### src/rtl/cap_pkg.sv
package cap_pkg;
  localparam int CTL_W     = 8;
  localparam int CTL_FILT  = 0;
  localparam int CTL_RISE  = 1;
  localparam int CTL_IRQ   = 2;
  localparam int CTL_LIVE  = 3;

  typedef struct packed {
    logic irq_en;
    logic rise_sel;
    logic filt_en;
  } cap_ctl_t;

  function automatic logic [CTL_W-1:0] ctl_pack(cap_ctl_t c);
    logic [CTL_W-1:0] v;
    v           = '0;
    v[CTL_FILT] = c.filt_en;
    v[CTL_RISE] = c.rise_sel;
    v[CTL_IRQ]  = c.irq_en;
    return v;
  endfunction

  function automatic cap_ctl_t ctl_unpack(logic [CTL_W-1:0] v);
    cap_ctl_t c;
    c.filt_en  = v[CTL_FILT];
    c.rise_sel = v[CTL_RISE];
    c.irq_en   = v[CTL_IRQ];
    return c;
  endfunction
endpackage

### src/rtl/cap_sync.sv
module cap_sync #(
  parameter int STAGES = 2
) (
  input  logic clk,
  input  logic rst_n,
  input  logic din,
  output logic dout
);
  localparam int LAST = STAGES - 1;

  logic [LAST:0] chain_q;
  logic [LAST:0] chain_d;

  generate
    for (genvar i = 0; i < STAGES; i++) begin : g_stage
      if (i == 0) begin : g_first
        assign chain_d[i] = din;
      end else begin : g_next
        assign chain_d[i] = chain_q[i-1];
      end
    end
  endgenerate

  always_ff @(posedge clk or negedge rst_n) begin
    if (!rst_n) chain_q <= '0;
    else        chain_q <= chain_d;
  end

  assign dout = chain_q[LAST];
endmodule

### src/rtl/cap_filter.sv
module cap_filter #(
  parameter int LEN = 4
) (
  input  logic clk,
  input  logic rst_n,
  input  logic filt_en,
  input  logic din,
  output logic dout
);
  logic [LEN-1:0] hist_q, hist_d;
  logic           out_q, out_d;
  logic           all_hi, all_lo;

  assign all_hi = &hist_q;
  assign all_lo = ~|hist_q;

  always_comb begin
    hist_d = {hist_q[LEN-2:0], din};
    out_d  = out_q;
    if (!filt_en)                 out_d = din;
    else if (all_hi && !out_q)    out_d = 1'b1;
    else if (all_lo && out_q)     out_d = 1'b0;
  end

  always_ff @(posedge clk or negedge rst_n) begin
    if (!rst_n) begin
      hist_q <= '0;
      out_q  <= 1'b0;
    end else begin
      hist_q <= hist_d;
      out_q  <= out_d;
    end
  end

  assign dout = out_q;

  // filtered output never moves while the newest sample disagrees with the new level
  p_filt_agree_r1: assert property (@(posedge clk) disable iff (!rst_n)
    (filt_en && (out_d != out_q)) |=> (out_q == hist_q[1]));
endmodule

### src/rtl/cap_edge.sv
module cap_edge (
  input  logic clk,
  input  logic rst_n,
  input  logic smp,
  input  logic rise_sel,
  input  logic block,
  output logic cap_event
);
  logic prev_q;
  logic hit_rise, hit_fall, hit;

  assign hit_rise = smp & ~prev_q;
  assign hit_fall = ~smp & prev_q;
  assign hit      = rise_sel ? hit_rise : hit_fall;

  always_ff @(posedge clk or negedge rst_n) begin
    if (!rst_n) prev_q <= 1'b0;
    else        prev_q <= smp;
  end

  assign cap_event = hit & ~block;

  // a capture only follows a level change of the sampled input
  p_edge_needs_change_r3: assert property (@(posedge clk) disable iff (!rst_n)
    cap_event |-> (smp != prev_q));
endmodule

### src/rtl/cap_unit.sv
module cap_unit
  import cap_pkg::*;
#(
  parameter int CNT_W    = 16,
  parameter int SYNC_N   = 2,
  parameter int FILT_LEN = 4
) (
  input  logic             clk,
  input  logic             rst_n,
  input  logic             cap_pin,
  input  logic [CNT_W-1:0] count_val,
  input  logic             top_is_cap,
  input  logic             ctl_we,
  input  logic [CTL_W-1:0] ctl_wdata,
  output logic [CTL_W-1:0] ctl_rdata,
  input  logic             flag_clr,
  output logic [CNT_W-1:0] cap_reg,
  output logic             cap_flag,
  output logic             cap_irq
);
  cap_ctl_t         ctl_q, ctl_d;
  logic [CNT_W-1:0] cap_q, cap_d;
  logic             flag_q, flag_d;
  logic             pin_sync, pin_filt, cap_event;

  cap_sync #(.STAGES(SYNC_N)) u_sync (
    .clk  (clk),
    .rst_n(rst_n),
    .din  (cap_pin),
    .dout (pin_sync)
  );

  cap_filter #(.LEN(FILT_LEN)) u_filt (
    .clk    (clk),
    .rst_n  (rst_n),
    .filt_en(ctl_q.filt_en),
    .din    (pin_sync),
    .dout   (pin_filt)
  );

  cap_edge u_edge (
    .clk      (clk),
    .rst_n    (rst_n),
    .smp      (pin_filt),
    .rise_sel (ctl_q.rise_sel),
    .block    (top_is_cap),
    .cap_event(cap_event)
  );

  always_comb begin
    ctl_d  = ctl_we ? ctl_unpack(ctl_wdata) : ctl_q;
    cap_d  = cap_event ? count_val : cap_q;
    flag_d = flag_q;
    if (cap_event)     flag_d = 1'b1;
    else if (flag_clr) flag_d = 1'b0;
  end

  always_ff @(posedge clk or negedge rst_n) begin
    if (!rst_n) begin
      ctl_q  <= '0;
      cap_q  <= '0;
      flag_q <= 1'b0;
    end else begin
      ctl_q  <= ctl_d;
      cap_q  <= cap_d;
      flag_q <= flag_d;
    end
  end

  assign ctl_rdata = ctl_pack(ctl_q);
  assign cap_reg   = cap_q;
  assign cap_flag  = flag_q;
  assign cap_irq   = flag_q & ctl_q.irq_en;

  p_cap_load_r4: assert property (@(posedge clk) disable iff (!rst_n)
    cap_event |=> (cap_reg == $past(count_val)));

  p_flag_set_r5: assert property (@(posedge clk) disable iff (!rst_n)
    cap_event |=> cap_flag);

  p_flag_clr_r5: assert property (@(posedge clk) disable iff (!rst_n)
    (flag_clr && !cap_event) |=> !cap_flag);

  p_top_block_r7: assert property (@(posedge clk) disable iff (!rst_n)
    (top_is_cap && !cap_flag) |=> (!cap_flag && $stable(cap_reg)));

  p_rsvd_zero_r8: assert property (@(posedge clk) disable iff (!rst_n)
    ctl_we |=> (ctl_rdata[CTL_W-1:CTL_LIVE] == '0));
endmodule

### config.mk
export PLATFORM = sky130hd
export DESIGN_NAME = cap_unit
export DESIGN_NICKNAME = d
export VERILOG_FILES = /design/src/rtl/cap_pkg.sv /design/src/rtl/cap_sync.sv /design/src/rtl/cap_filter.sv /design/src/rtl/cap_edge.sv /design/src/rtl/cap_unit.sv
export SDC_FILE = /design/constraint.sdc
export NUM_CORES = 1
export LEC_CHECK = 0
export ABC_AREA = 1
export BUFFER_PORTS_ARGS = -buffer_cell sky130_fd_sc_hd__buf_2
export CAP_MARGIN = 20
export CORE_MARGIN = 5
export CORE_UTILIZATION = 42
export CTS_BUF_LIST = sky130_fd_sc_hd__clkbuf_4 sky130_fd_sc_hd__clkbuf_8
export DETAILED_ROUTE_END_ITERATION = 12
export GPL_TIMING_DRIVEN = 0
export PLACE_DENSITY = 0.77
export SLEW_MARGIN = 20
export SYNTH_ARGS = -nofsm -noshare
export SYNTH_HDL_FRONTEND = slang
export SYNTH_HIERARCHICAL = 1
export SYNTH_SLANG_ARGS = --single-unit
export TNS_END_PERCENT = 30
### constraint.sdc
create_clock -name clk -period 1.3 [get_ports clk]
set_input_delay 0.065 -clock clk [delete_from_list [all_inputs] [get_ports clk]]
set_output_delay 0.065 -clock clk [all_outputs]
set_load 0.01 [all_outputs]
==> impl_metrics.toml <==
[worst_setup_path]
reg2reg_depth = 9
endpoint_kind = "flop"
crit_path_start = "u_filt/dout"
crit_path_start_kind = "flop"
criticalPathCategory = "reg2reg"
reg2reg_to = "cap_reg[15]"
crit_arrival_ns = 1.47
worstPathMaxFanout = 6
r2r_slack_ns = 0.09
crit_required_ns = 1.57
crit_end = "cap_reg[15]"
r2r-start = "u_filt/dout"

[logic_synthesis]
async_reset_ff_share_pct = 100
synth_top_area_cell = "dfrtp_1"
synth_edf_count = 0
yosysWarnings = 6
yosysMostFrequentCell = "nand2_1"
ys_seq_elements = 28
synth_area_leaders = "dfrtp_1, nand2_1, buf_4"
synth-seq-area-share_pct = 62.3
syn_area_um2 = 1120
synth.avg_cell_area_um2 = 9.07
netlist.area_leader.share_pct = 62.3
synthFlopType = "dfrtp_1"
synthTopCellsByCount = "nand2_1, dfrtp_1, inv_1"
yosys.cell_types.count = 12
syn_inst = 124

[detailed_routing]
vias = 1028
drtPass1Iterations = 3
wire_per_inst_um = 12.1
drt_iter0_drc = 22
routed_wl_mm = 2.85
vias_per_cell = 4.37
postRouteAntennaNets = 0
drc = 0

[place]
port-buffer-count = 45
place.gp.congestion = 0.724
dpl.hpwl_mm = 1.77

[floorplanning]
fp.dieArea_um2 = 3810
ios = 56
die_y_um = 61.8
core_area_um2 = 2520
initial_core_util_pct = 44.6
die_w_um = 61.8
rows = 18

[clock_network]
cts_sinks = 28
clk_path_buf_depth = 2
cts_tree = "yes"
htreeDepth = 1
cts_root_buffer = "clkbuf_4"
path_clk_slew_ns = 0.15
clock_latency_ns = 0.32
numCtsBuffers = 3

[worst_hold_path]
hold_start = "ctl_we"
hold_class = "in2reg"

[finish]
fin_util_pct = 68.5
drive_gt1_share_pct = 32.2
diodes = 0
nets = 236
largest_register_ff_count = 16
area_delta_synth_final_pct = 53.6

[run_status]
status = "completed"

[timing]
min_period_over_period_pct = 92.8
relSlewSlack_pct = 60.7
worst_pin_slew_ns = 0.589
hold_viol_final = 0
max_freq_ghz = 0.829
holdWs_ns = 0.0412
skew_ns = 0.00219
slew_violations = 0
min_period_ns = 1.21
finalSetupViolCount = 0

[grt]
antenna_found_initial = 0
grt_pass1_wl_mm = 4.55
grt_max_degree = 29
grt_usage_pct = 16.5
first_global_vias = 1041
grt-ovfl-total = 0

[power]
ir_worst_vdd_mv = 0.971
power_mw = 2.20
cellPowerDensity_nw_per_um2 = 1270
power_leakage_nw = 0.993

[job]
maxCapViolCount = 0
## stage by stage
stage	instances	setup slack, ns	TNS, ns	area, um2
floorplan	128	0.110	0	1140
global placement	203	0.0363	0	1400
CTS	233	0.0240	0	1700
global route	235	-0.00483	-0.00517	1730
finish	235	0.0941	0	1730
detailed placement	203	-0.00828	-0.0109	1400
## repair_timing
| action | CTS | global route |
|---|---|---|
| hold buffers | 25 | 0 |
| hold endpoints to repair | 49 | 0 |
| resized for setup | 0 | 3 |
| setup buffers | 1 | 2 |
| pin swaps | 0 | 1 |
| endpoints found under the setup margin | 8 | 10 |
| gates cloned | 0 | 1 |
## critical path, stage by stage, from the launching register on
cell     delay (ns)
dfrtp_1        0.41
inv_1          0.07
nand2_1        0.05
nand2_1        0.05
nand2_1        0.06
nor2_2         0.11
buf_6          0.16
buf_4          0.14
nand2_1        0.05
nand2_1        0.07
## cell type report
class                           instances  area [um2]
Clock buffer                            4        36.3
Tap cell                               30        37.5
Buffer                                  7        63.8
Timing Repair Buffer                   74         523
Fill cell                             201         795
Multi-Input combinational cell         83         325
Inverter                                9        41.3
Sequential cell                        28         701
## worst min path at each step
stage / cells past startpoint / endpoint / slack (ns)
after floorplan: 0 / cap_flag / -0.23
after global placement: 1 / cap_reg[5] / 0.1
after detailed placement: 1 / cap_reg[5] / 0.11
after CTS: 4 / ctl_rdata[1] / 0.03
after global routing: 4 / ctl_rdata[1] / 0.06
final: 4 / ctl_rdata[1] / 0.04
## kinds of logic (layout without fill, tap and decap cells)
kind of cell | after synthesis | in the layout | share of synthesized area, %
buf+inv | 17 | 94 | 10.6
simple gates | 78 | 78 | 26.8
flops | 28 | 28 | 62.3
other cells | 1 | 5 | 0.333
## cell usage in the layout (no fill, tap or decap), drive strengths merged
cell         count
conb             5
nor2             7
clkbuf           5
dfrtp           28
buf             55
nand2           70
nand3            1
dlygate4sd3     25
inv              9
## metal layers
| layer | GRT usage, % | part of all wire (%) | wire length [um] |
|---|---|---|---|
| met5 | 0 | 0 | 0 |
| met4 | 7.88 | 3.3 | 94 |
| met3 | 3.31 | 6.0 | 172 |
| met2 | 28.1 | 51 | 1450 |
| met1 | 20.0 | 40 | 1140 |
## where the power goes
group,switching [mW],total (mW),internal [mW]
registers,0.100,1.14,1.04
logic,0.336,0.646,0.310
clock network,0.244,0.415,0.171
total,0.681,2.20,1.52
Note: power is estimated with default switching activity, not from simulation.
